$ cat src/rtl/cfgwd_pkg.sv
package cfgwd_pkg;
   localparam int REG_W = 8;
   typedef logic [REG_W-1:0] byte_t;

   typedef enum logic [1:0] {
      KEY_LOCKED = 2'd0,
      KEY_ARMED  = 2'd1,
      KEY_OPEN   = 2'd2
   } key_state_e;

   localparam byte_t UNLOCK_KEY   = 8'h87;
   localparam byte_t LOCK_KEY     = 8'hAA;
   localparam byte_t SEL_PAGE_IDX = 8'h07;
   localparam byte_t WDT_PAGE     = 8'h08;
   localparam byte_t ENABLE_IDX   = 8'h30;
   localparam byte_t MODE_IDX     = 8'hF5;
   localparam byte_t COUNT_IDX    = 8'hF6;
   localparam byte_t RELOAD_IDX   = 8'hF7;
   localparam byte_t IDLE_READ    = 8'hFF;

   localparam int ENABLE_BIT   = 0;
   localparam int UNIT_BIT     = 3;
   localparam int RELOAD_LSB   = 6;   // keyboard at 6, mouse at 7
   localparam int N_RELOAD_SRC = 2;
endpackage

$ cat src/rtl/cfgwd_keyseq.sv
module cfgwd_keyseq
   import cfgwd_pkg::*;
(
   input  logic  clk,
   input  logic  rst_n,
   input  logic  idx_wr,
   input  byte_t wdata,
   output logic  opened,
   output logic  relock
);
   key_state_e state_q, state_d;

   always_comb begin
      state_d = state_q;
      relock  = 1'b0;
      if (idx_wr) begin
         unique case (state_q)
            KEY_LOCKED: if (wdata == UNLOCK_KEY) state_d = KEY_ARMED;
            KEY_ARMED:  state_d = (wdata == UNLOCK_KEY) ? KEY_OPEN : KEY_LOCKED;
            KEY_OPEN:   if (wdata == LOCK_KEY) begin
                           state_d = KEY_LOCKED;
                           relock  = 1'b1;
                        end
            default:    state_d = KEY_LOCKED;
         endcase
      end
   end

   always_ff @(posedge clk) begin
      if (!rst_n) state_q <= KEY_LOCKED;
      else        state_q <= state_d;
   end

   assign opened = (state_q == KEY_OPEN);
endmodule

$ cat src/rtl/cfgwd_regs.sv
module cfgwd_regs
   import cfgwd_pkg::*;
(
   input  logic                    clk,
   input  logic                    rst_n,
   input  logic                    opened,
   input  logic                    relock,
   input  logic                    idx_wr,
   input  logic                    dat_wr,
   input  logic                    idx_sel,
   input  logic                    dat_sel,
   input  byte_t                   wdata,
   input  byte_t                   live_count,
   output logic                    enable,
   output logic                    unit_min,
   output logic [N_RELOAD_SRC-1:0] reload_mask,
   output logic                    count_wr,
   output logic                    page_ok,
   output byte_t                   rdata
);
   byte_t index_q, page_q;
   logic  field_wr;

   assign page_ok  = (page_q == WDT_PAGE);
   assign field_wr = dat_wr && opened && page_ok;
   assign count_wr = field_wr && (index_q == COUNT_IDX);

   always_ff @(posedge clk) begin
      if (!rst_n) begin
         index_q <= '0;
         page_q  <= '0;
      end else if (relock) begin
         index_q <= '0;
         page_q  <= '0;
      end else begin
         if (idx_wr && opened) index_q <= wdata;
         if (dat_wr && opened && index_q == SEL_PAGE_IDX) page_q <= wdata;
      end
   end

   always_ff @(posedge clk) begin
      if (!rst_n) begin
         enable   <= 1'b0;
         unit_min <= 1'b0;
      end else if (field_wr) begin
         if (index_q == ENABLE_IDX) enable   <= wdata[ENABLE_BIT];
         if (index_q == MODE_IDX)   unit_min <= wdata[UNIT_BIT];
      end
   end

   byte_t reload_view;
   for (genvar s = 0; s < N_RELOAD_SRC; s++) begin : g_mask
      always_ff @(posedge clk) begin
         if (!rst_n)
            reload_mask[s] <= 1'b0;
         else if (field_wr && index_q == RELOAD_IDX)
            reload_mask[s] <= wdata[RELOAD_LSB + s];
      end
      assign reload_view[RELOAD_LSB + s] = reload_mask[s];
   end
   assign reload_view[RELOAD_LSB-1:0] = '0;

   always_comb begin
      rdata = IDLE_READ;
      if (idx_sel && opened) begin
         rdata = index_q;
      end else if (dat_sel && opened) begin
         if (index_q == SEL_PAGE_IDX) begin
            rdata = page_q;
         end else if (page_ok) begin
            unique case (index_q)
               ENABLE_IDX: rdata = byte_t'(enable) << ENABLE_BIT;
               MODE_IDX:   rdata = byte_t'(unit_min) << UNIT_BIT;
               COUNT_IDX:  rdata = live_count;
               RELOAD_IDX: rdata = reload_view;
               default:    rdata = IDLE_READ;
            endcase
         end
      end
   end
endmodule

$ cat src/rtl/cfgwd_tick.sv
module cfgwd_tick #(
   parameter int SEC_CYCLES = 50_000_000,
   parameter int MIN_SECS   = 60
) (
   input  logic clk,
   input  logic rst_n,
   input  logic run,
   input  logic restart,
   input  logic unit_min,
   output logic unit_tick
);
   localparam int PW = (SEC_CYCLES > 1) ? $clog2(SEC_CYCLES) : 1;
   localparam logic [PW-1:0] P_LAST = PW'(SEC_CYCLES - 1);

   logic [PW-1:0] presc_q;
   logic          sec_tick, min_tick;

   assign sec_tick = run && !restart && (presc_q == P_LAST);

   always_ff @(posedge clk) begin
      if (!rst_n || !run || restart) presc_q <= '0;
      else if (presc_q == P_LAST)    presc_q <= '0;
      else                           presc_q <= presc_q + 1'b1;
   end

   if (MIN_SECS == 1) begin : g_min_direct
      assign min_tick = sec_tick;
   end else begin : g_min_count
      localparam int MW = $clog2(MIN_SECS);
      localparam logic [MW-1:0] M_LAST = MW'(MIN_SECS - 1);
      logic [MW-1:0] secs_q;
      assign min_tick = sec_tick && (secs_q == M_LAST);
      always_ff @(posedge clk) begin
         if (!rst_n || !run || restart) secs_q <= '0;
         else if (sec_tick)             secs_q <= (secs_q == M_LAST) ? '0 : secs_q + 1'b1;
      end
   end

   assign unit_tick = unit_min ? min_tick : sec_tick;
endmodule

$ cat src/rtl/cfgwd_counter.sv
module cfgwd_counter
   import cfgwd_pkg::*;
#(
   parameter int RST_CYCLES = 16
) (
   input  logic                    clk,
   input  logic                    rst_n,
   input  logic                    enable,
   input  logic                    count_wr,
   input  byte_t                   count_wdata,
   input  logic [N_RELOAD_SRC-1:0] irq_evt,
   input  logic [N_RELOAD_SRC-1:0] irq_mask,
   input  logic                    unit_tick,
   output byte_t                   count,
   output logic                    running,
   output logic                    load_any,
   output logic                    wdt_reset
);
   localparam int RW = $clog2(RST_CYCLES + 1);
   localparam logic [RW-1:0] PULSE_LEN = RW'(RST_CYCLES);

   byte_t                   count_q, reload_q;
   logic [N_RELOAD_SRC-1:0] hit;
   logic [RW-1:0]           pulse_q;
   logic                    irq_any, fire;

   for (genvar s = 0; s < N_RELOAD_SRC; s++) begin : g_src
      assign hit[s] = irq_evt[s] & irq_mask[s];
   end

   assign irq_any  = |hit;
   assign load_any = count_wr | irq_any;
   assign running  = enable && (count_q != '0);
   assign fire     = !load_any && running && unit_tick && (count_q == byte_t'(1));

   always_ff @(posedge clk) begin
      if (!rst_n) begin
         count_q  <= '0;
         reload_q <= '0;
      end else if (count_wr) begin
         count_q  <= count_wdata;
         reload_q <= count_wdata;
      end else if (irq_any) begin
         count_q  <= reload_q;
      end else if (running && unit_tick) begin
         count_q  <= count_q - 1'b1;
      end
   end

   always_ff @(posedge clk) begin
      if (!rst_n)             pulse_q <= '0;
      else if (fire)          pulse_q <= PULSE_LEN;
      else if (pulse_q != '0) pulse_q <= pulse_q - 1'b1;
   end

   assign count     = count_q;
   assign wdt_reset = (pulse_q != '0);
endmodule

$ cat src/rtl/cfgport_watchdog.sv
module cfgport_watchdog
   import cfgwd_pkg::*;
#(
   parameter int                ADDR_W     = 16,
   parameter logic [ADDR_W-1:0] INDEX_PORT = ADDR_W'('h2E),
   parameter logic [ADDR_W-1:0] DATA_PORT  = ADDR_W'('h2F),
   parameter int                SEC_CYCLES = 50_000_000,
   parameter int                MIN_SECS   = 60,
   parameter int                RST_CYCLES = 16
) (
   input  logic              clk,
   input  logic              rst_n,
   input  logic [ADDR_W-1:0] bus_addr,
   input  logic              bus_wr,
   input  logic [7:0]        bus_wdata,
   output logic [7:0]        bus_rdata,
   input  logic              kbd_irq,
   input  logic              mouse_irq,
   output logic              wdt_reset
);
   if (SEC_CYCLES < 1) begin : g_bad_sec
      $error("SEC_CYCLES must be at least 1");
   end
   if (MIN_SECS < 1) begin : g_bad_min
      $error("MIN_SECS must be at least 1");
   end
   if (RST_CYCLES < 1) begin : g_bad_rst
      $error("RST_CYCLES must be at least 1");
   end
   if (INDEX_PORT == DATA_PORT) begin : g_bad_ports
      $error("index and data ports must differ");
   end

   logic idx_sel, dat_sel, idx_wr, dat_wr;
   logic opened, relock, page_ok;
   logic enable, unit_min, count_wr, running, load_any, unit_tick;
   logic [N_RELOAD_SRC-1:0] reload_mask;
   byte_t live_count;

   assign idx_sel = (bus_addr == INDEX_PORT);
   assign dat_sel = (bus_addr == DATA_PORT);
   assign idx_wr  = bus_wr && idx_sel;
   assign dat_wr  = bus_wr && dat_sel;

   cfgwd_keyseq u_keys (
      .clk    (clk),
      .rst_n  (rst_n),
      .idx_wr (idx_wr),
      .wdata  (bus_wdata),
      .opened (opened),
      .relock (relock)
   );

   cfgwd_regs u_regs (
      .clk         (clk),
      .rst_n       (rst_n),
      .opened      (opened),
      .relock      (relock),
      .idx_wr      (idx_wr),
      .dat_wr      (dat_wr),
      .idx_sel     (idx_sel),
      .dat_sel     (dat_sel),
      .wdata       (bus_wdata),
      .live_count  (live_count),
      .enable      (enable),
      .unit_min    (unit_min),
      .reload_mask (reload_mask),
      .count_wr    (count_wr),
      .page_ok     (page_ok),
      .rdata       (bus_rdata)
   );

   cfgwd_tick #(
      .SEC_CYCLES (SEC_CYCLES),
      .MIN_SECS   (MIN_SECS)
   ) u_tick (
      .clk       (clk),
      .rst_n     (rst_n),
      .run       (running),
      .restart   (load_any),
      .unit_min  (unit_min),
      .unit_tick (unit_tick)
   );

   cfgwd_counter #(
      .RST_CYCLES (RST_CYCLES)
   ) u_count (
      .clk         (clk),
      .rst_n       (rst_n),
      .enable      (enable),
      .count_wr    (count_wr),
      .count_wdata (bus_wdata),
      .irq_evt     ({mouse_irq, kbd_irq}),
      .irq_mask    (reload_mask),
      .unit_tick   (unit_tick),
      .count       (live_count),
      .running     (running),
      .load_any    (load_any),
      .wdt_reset   (wdt_reset)
   );
endmodule

$ cat config.mk
export PLATFORM = sky130hd
export DESIGN_NAME = cfgport_watchdog
export DESIGN_NICKNAME = d
export VERILOG_FILES = /design/src/rtl/cfgwd_pkg.sv /design/src/rtl/cfgwd_keyseq.sv /design/src/rtl/cfgwd_regs.sv /design/src/rtl/cfgwd_tick.sv /design/src/rtl/cfgwd_counter.sv /design/src/rtl/cfgport_watchdog.sv
export SDC_FILE = /design/constraint.sdc
export NUM_CORES = 1
export LEC_CHECK = 0
export CORE_UTILIZATION = 40
export CTS_CLUSTER_SIZE = 8
export DETAILED_ROUTE_END_ITERATION = 8
export PLACE_DENSITY = 0.64
export SYNTH_ARGS = -nofsm -noshare
export SYNTH_HDL_FRONTEND = slang
export SYNTH_HIERARCHICAL = 1
export SYNTH_SLANG_ARGS = --single-unit
$ cat constraint.sdc
create_clock -name clk -period 3.8 [get_ports clk]
set_clock_uncertainty 0.05 [all_clocks]
set_input_delay 0.38 -clock clk [delete_from_list [all_inputs] [get_ports clk]]
set_output_delay 0.38 -clock clk [all_outputs]
set_load 0.02 [all_outputs]
==> summary.md, run 1 <==
| Metric | Value |
|---|---|
| Setup crit end | `bus_rdata[2]` |
| Sw Pwr | `0.394 mW` |
| Root buffer cell | `clkbuf_8` |
| Startpoint Class | `primary input` |
| Most frequent cells in the layout | `75 x dfxtp_1, 46 x nand2_1, 39 x a21oi_1` |
| Final setup violation count | `0` |
| Gr usage total | `18.7%` |
| Die height | `104 µm` |
| Die Wd | `104 µm` |
| Initial core utilization | `41.7%` |
| Power Internal | `1.15 mW` |
| Die area | `10,700 µm²` |
| Crit Path Class | `primary input to primary output` |
| Tmin final | `3.35 ns` |
| Syn nets | `519` |
| # Post-CTS Setup Buffers | `0` |
| Clk slew on worst S/H paths | `0.08 ns` |
| Core Area | `9910 µm²` |
| Vias in the first global route | `3,552` |
| Clk pwr share | `35.0%` |
| Cell row count | `36` |
| Min-delay src | `u_count/pulse_q[4]$_SDFFE_PN0P_` |
| Fin crit share | `88.2%` |
| TritonCTS Buffers | `9` |
| Max cap viols | `0` |
| ANT nets after route | `0` |
| Sequential Power Share | `53.1%` |
| Reg2Reg Depth | `8` |
| CTS tree | `built` |
| Pleak | `1.50 nW` |
| WP data required | `3.37 ns` |
| Final GP Congestion | `0.873` |
| H-tree Lvls | `3` |
| Global-route wire length before repair | `16.5 mm` |
| Highest clock frequency the design can meet | `0.299 GHz` |
| RSZ-0062 raised after global routing | `no` |
| Drt pass-1 iters | `5` |
| Setup tns final | `0 ns` |
| Reg2reg end | `u_count/count[5]$_SDFFE_PN0P_` |
| DRC violations left | `0` |
| Placed Cells | `639` |
| Hold-fix buffers, CTS | `0` |
| Vias per std cell | `5.73` |
| Worst stage delay on the critical path | `0.58 ns` |
| Max_slew headroom | `38.4%` |
| Post-route setup slack | `0.450 ns` |
| Vias | `3,747` |
| CP Data Arrival Time | `2.92 ns` |
| HP Class | `flop to flop` |
| Initial antenna violation count | `0` |
| Nets | `552` |
| Largest net degree at the start of global routing | `34` |
| Status | `completed` |
| Final count of hold timing violations | `0` |
| Slew of the pin with the lowest slew margin | `0.911 ns` |
| PD cells | `325 nW/µm²` |
| Drt wl/cell | `15.0 µm` |
| Post-CTS Resized | `0` |
| Synth Warn # | `6` |
| Worst R2R Setup Slack | `0.66 ns` |
| Layout cells sized above 1 | `9.40%` |
| CP most frequent cell | `clkdlybuf4s50_1` |
| DP Worst Slack | `0.455 ns` |
| Clk Latency, worst-skew pair | `0.34 ns` |
| P&R area growth vs syn | `15.2%` |
| DR iter-0 viols | `156` |
| Buffers on Ports | `37` |
| Maximum vdd drop | `237 µV` |
| Bufs on Longest Clock Path | `2` |
| Post-Syn Area | `4130 µm²` |
| Post-Synthesis Cells | `484` |
| Switching Share | `25.4%` |
| Total gr overflow | `0` |
| Comb power frac | `12.0%` |
| Most common cell after layout, fill and taps aside | `dfxtp_1` |
| IO Count | `38` |
| Slew Viols, Final | `0` |
| Worst r2r src | `u_tick/presc_q[11]$_SDFF_PP0_` |
| Critical Path Source | `bus_addr[7]` |
| CP max-delay cell | `clkdlybuf4s50_1` |
| Crit-path cells | `clkdlybuf4s50_1, nor4b_2, nand4_2, nor2_1, nand3b_1, or3_1, o22ai_1, a21oi_1, clkdlybuf4s50_1` |
| DPL Wire Length | `7.09 mm` |
| Critical-path maximum fanout | `8` |
| # diodes | `0` |
| CTS sink cnt | `75` |
| Drt total wl | `9.79 mm` |
| Worst setup EP type | `primary output` |
| Fin cells | `654` |
| Mean Syn Cell Area | `8.53 µm²` |
stage by stage:
stage / power (mW) / hold slack (ns) / util (%) / area, µm²
2_1_floorplan: 0.954 / 0.379 / - / 4130
4_1_cts: 1.57 / 0.425 / 48.0 / 4760
3_5_place_dp: 1.03 / 0.413 / 46.3 / 4590
3_3_place_gp: 1.02 / 0.396 / 46.3 / 4590
5_1_grt: 1.62 / 0.451 / 48.0 / 4760
6_report: 1.55 / 0.417 / 48.0 / 4760
routing by layer:
layer	up-vias	part of all wire, %	global-route usage, %
li1	1854	-	-
met4	0	1.7	7.04
met1	1795	46	23.4
met2	84	48	31.4
met3	14	4.1	4.22
met5	-	0	0
registers in the layout (all words and copies together) (netlist names):
name,flops
u_regs/reload_mask,2
u_regs/unit_min,1
u_count/reload_q,8
u_regs/enable,1
u_count/pulse_q,5
u_regs/page_q,8
u_keys/state_q,2
u_tick/presc_q,26
u_tick/g_min_count.secs_q,6
u_regs/index_q,8
u_count/count,8
area by class of cell:
| type | count | area, µm² |
|---|---|---|
| clock buffers | 11 | 141 |
| clock inverters | 4 | 27.5 |
| multi-input cells | 374 | 2450 |
| repair buffers | 44 | 423 |
| fillers | 978 | 5150 |
| well taps | 133 | 166 |
| flip-flops and latches | 75 | 1500 |
| inverters | 13 | 48.8 |
how the worst min path moves through the flow:
| stage | cells past startpoint | endpoint | slack (ns) |
|---|---|---|---|
| final | 2 | u_count/pulse_q[4]$_SDFFE_PN0P_ | 0.42 |
| after detailed placement | 2 | u_count/pulse_q[4]$_SDFFE_PN0P_ | 0.41 |
| after floorplan | 1 | u_tick/presc_q[0]$_SDFF_PP0_ | 0.38 |
| after global placement | 1 | u_tick/presc_q[0]$_SDFF_PP0_ | 0.40 |
| after CTS | 2 | u_count/pulse_q[4]$_SDFFE_PN0P_ | 0.43 |
| after global routing | 1 | u_tick/presc_q[0]$_SDFF_PP0_ | 0.45 |
power groups by stage:
stage	logic [mW]	registers, mW	clock network (mW)
after CTS	0.189	0.821	0.563
after detailed placement	0.188	0.839	0
after global routing	0.205	0.823	0.588
after global placement	0.183	0.838	0
final	0.186	0.821	0.541
after floorplan	0.118	0.836	0
worst max-delay path, delay by kind of cell:
kind	cells	cell delay, ns
AOI/OAI and AO/OA	2	0.25
and+or+nand+nor	5	1.31
buffers and inverters	2	0.99
(Power assumes the default switching activity.)
==> run 2: changes to the inputs <==
--- a/config.mk
+++ b/config.mk
@@ -8,7 +8,7 @@
 export CORE_UTILIZATION = 40
 export CTS_CLUSTER_SIZE = 8
 export DETAILED_ROUTE_END_ITERATION = 8
-export PLACE_DENSITY = 0.64
+export PLACE_DENSITY_LB_ADDON = 0.05
 export SYNTH_ARGS = -nofsm -noshare
 export SYNTH_HDL_FRONTEND = slang
 export SYNTH_HIERARCHICAL = 1
==> constraint.sdc (replaced) <==
create_clock -name clk -period 3.35 [get_ports clk]
set_clock_uncertainty 0.05 [all_clocks]
set_input_delay 0.335 -clock clk [delete_from_list [all_inputs] [get_ports clk]]
set_output_delay 0.335 -clock clk [all_outputs]
set_load 0.02 [all_outputs]
==> summary.md, run 2 (same netlist as run 1, synthesis figures left out) <==
| Metric | Value |
|---|---|
| WP data required | `2.96 ns (was 3.37 ns)` |
| IO Count | `38 (unchanged)` |
| Gr usage total | `20.4% (was 18.7%)` |
| Die Wd | `104 µm (unchanged)` |
| Root buffer cell | `clkbuf_8 (unchanged)` |
| Max cap viols | `0 (unchanged)` |
| Vias per std cell | `5.62 (was 5.73)` |
| P&R area growth vs syn | `16.8% (was 15.2%)` |
| Pleak | `1.55 nW (was 1.50 nW)` |
| DR iter-0 viols | `193 (was 156)` |
| CTS sink cnt | `75 (unchanged)` |
| # Post-CTS Setup Buffers | `0 (unchanged)` |
| Worst Hold Path EP | `u_tick/presc_q[0]$_SDFF_PP0_ (was u_count/pulse_q[4]$_SDFFE_PN0P_)` |
| Drt pass-1 iters | `4 (was 5)` |
| Core Area | `9910 µm² (unchanged)` |
| Critical-path maximum fanout | `8 (unchanged)` |
| H-tree Lvls | `3 (unchanged)` |
| Initial core utilization | `41.7% (unchanged)` |
| TritonCTS Buffers | `9 (unchanged)` |
| Fin util | `48.7% (was 48.0%)` |
| Min-delay src | `u_tick/presc_q[0]$_SDFF_PP0_ (was u_count/pulse_q[4]$_SDFFE_PN0P_)` |
| PD cells | `379 nW/µm² (was 325 nW/µm²)` |
| ANT nets after route | `0 (unchanged)` |
| Final count of hold timing violations | `0 (unchanged)` |
| # diodes | `0 (unchanged)` |
| Worst r2r src | `u_tick/presc_q[11]$_SDFF_PP0_ (unchanged)` |
| Cells on Worst Hold Path | `1 (was 2)` |
| Slew Viols, Final | `0 (unchanged)` |
| Global-route wire length before repair | `17.8 mm (was 16.5 mm)` |
| Max reg flops | `26 (unchanged)` |
| Most frequent cells in the layout | `75 x dfxtp_1, 46 x nand2_1, 39 x a21oi_1 (unchanged)` |
| CTS tree | `built (unchanged)` |
| HP Class | `flop to flop (unchanged)` |
| Fin area | `4820 µm² (was 4760 µm²)` |
| RSZ-0062 raised after global routing | `no (unchanged)` |
| Worst R2R Setup Slack | `0.28 ns (was 0.66 ns)` |
| Most common cell after layout, fill and taps aside | `dfxtp_1 (unchanged)` |
| Cell row count | `36 (unchanged)` |
| Highest clock frequency the design can meet | `0.323 GHz` |
| DRC violations left | `0 (unchanged)` |
| Buffers on Ports | `37 (unchanged)` |
| Setup tns final | `0 ns (unchanged)` |
| Clk Latency, worst-skew pair | `0.35 ns (was 0.34 ns)` |
| Slew of the pin with the lowest slew margin | `0.883 ns (was 0.911 ns)` |
| Fin cells | `659 (was 654)` |
| Die height | `104 µm (unchanged)` |
| Vias | `3,703 (was 3,747)` |
| Maximum vdd drop | `326 µV (was 237 µV)` |
| Final GP Congestion | `0.789 (was 0.873)` |
| Clk slew on worst S/H paths | `0.07 ns (was 0.08 ns)` |
| Die area | `10,700 µm² (unchanged)` |
| Placed Cells | `645 (was 639)` |
| Final setup violation count | `0 (unchanged)` |
| Post-DP Area | `4630 µm² (was 4590 µm²)` |
| Largest net degree at the start of global routing | `36 (was 34)` |
| Largest Register | `u_tick/presc_q (unchanged)` |
| Overall power | `1.83 mW (was 1.55 mW)` |
| Reg2reg end | `u_count/count[4]$_SDFFE_PN0P_ (was u_count/count[5]$_SDFFE_PN0P_)` |
| Initial antenna violation count | `0 (unchanged)` |
| Drt total wl | `10.5 mm (was 9.79 mm)` |
| Reg2Reg Depth | `9 (was 8)` |
| Crit Path Class | `primary input to primary output (unchanged)` |
| CP Data Arrival Time | `2.71 ns (was 2.92 ns)` |
| Vias in the first global route | `3,534 (was 3,552)` |
| Worst setup EP type | `primary output (unchanged)` |
| Bufs on Longest Clock Path | `2 (unchanged)` |
| Max_slew headroom | `40.6% (was 38.4%)` |
| Fin crit share | `92.3%` |
| Drt wl/cell | `15.9 µm (was 15.0 µm)` |
| Startpoint Class | `primary input (unchanged)` |
| DPL Wire Length | `7.62 mm (was 7.09 mm)` |
| Total gr overflow | `0 (unchanged)` |
| Tmin final | `3.09 ns` |
| Status | `completed (unchanged)` |
| Nets | `558 (was 552)` |
| Layout cells sized above 1 | `10.3% (was 9.40%)` |
==> run 2: cell count changes in the layout (fill, tap and decap cells not counted) <==
cell and change:
or3_1 -1, buf_4 +6, clkinvlp_4 -2, or3_4 +1
bufinv_16 +1, clkinv_2 -1, clkbuf_1 +1
==> run 2: layout make-up <==
cell class / count / area, µm²
clock buffers: 12 / 145
well taps: 133 / 166
repair buffers: 50 / 468
clock inverters: 2 / 37.5
inverters: 13 / 48.8
flip-flops and latches: 75 / 1500
fillers: 1005 / 5090
multi-input cells: 374 / 2450
==> run 2: metal layers <==
layer | wire (µm) | up-vias | GRT usage [%] | part of all wire [%]
met1 | 5090 | 1775 | 27.3 | 49
met2 | 4930 | 57 | 33.2 | 47
met5 | 0 | - | 0 | 0
li1 | - | 1861 | - | -
met4 | 117 | 0 | 5.80 | 1.1
met3 | 321 | 10 | 4.15 | 3.1
==> run 2: report_power, final <==
| group | switching [mW] | internal (mW) | total, mW |
|---|---|---|---|
| logic | 0.0992 | 0.111 | 0.210 |
| clock network | 0.329 | 0.358 | 0.687 |
| registers | 0.0180 | 0.914 | 0.932 |
| total | 0.446 | 1.38 | 1.83 |
==> run 2: worst max-delay path by stage <==
stage,from,to,cells after the start
6_report,bus_addr[7],bus_rdata[0],9
5_1_grt,bus_addr[7],bus_rdata[4],9
4_1_cts,bus_addr[7],bus_rdata[4],9
3_5_place_dp,bus_addr[7],bus_rdata[1],9
3_3_place_gp,bus_addr[7],bus_rdata[0],9
2_1_floorplan,u_tick/presc_q[11]$_SDFF_PP0_,u_count/count[7]$_SDFFE_PN0P_,8
==> run 2: critical path: stages <==
cell and delay [ns]:
clkdlybuf4s50_1 0.41, nor4b_2 0.30, nand4_2 0.19, nor2_1 0.12, nand3b_1 0.10, or3_4 0.48, o22ai_1 0.15, a21oi_1 0.06
clkdlybuf4s50_1 0.54
==> run 2: timing repair <==
item	CTS	global route
gates resized for setup	0	1
hold buffers	0	0
hold endpoints to repair	0	0
endpoints found under the setup margin	0	8
==> run 2: through the flow <==
step	hold WS, ns	setup slack, ns
3_5_place_dp	0.400	0.162
4_1_cts	0.418	0.156
2_1_floorplan	0.379	0.547
5_1_grt	0.451	0.0479
3_3_place_gp	0.399	0.182
6_report	0.411	0.259
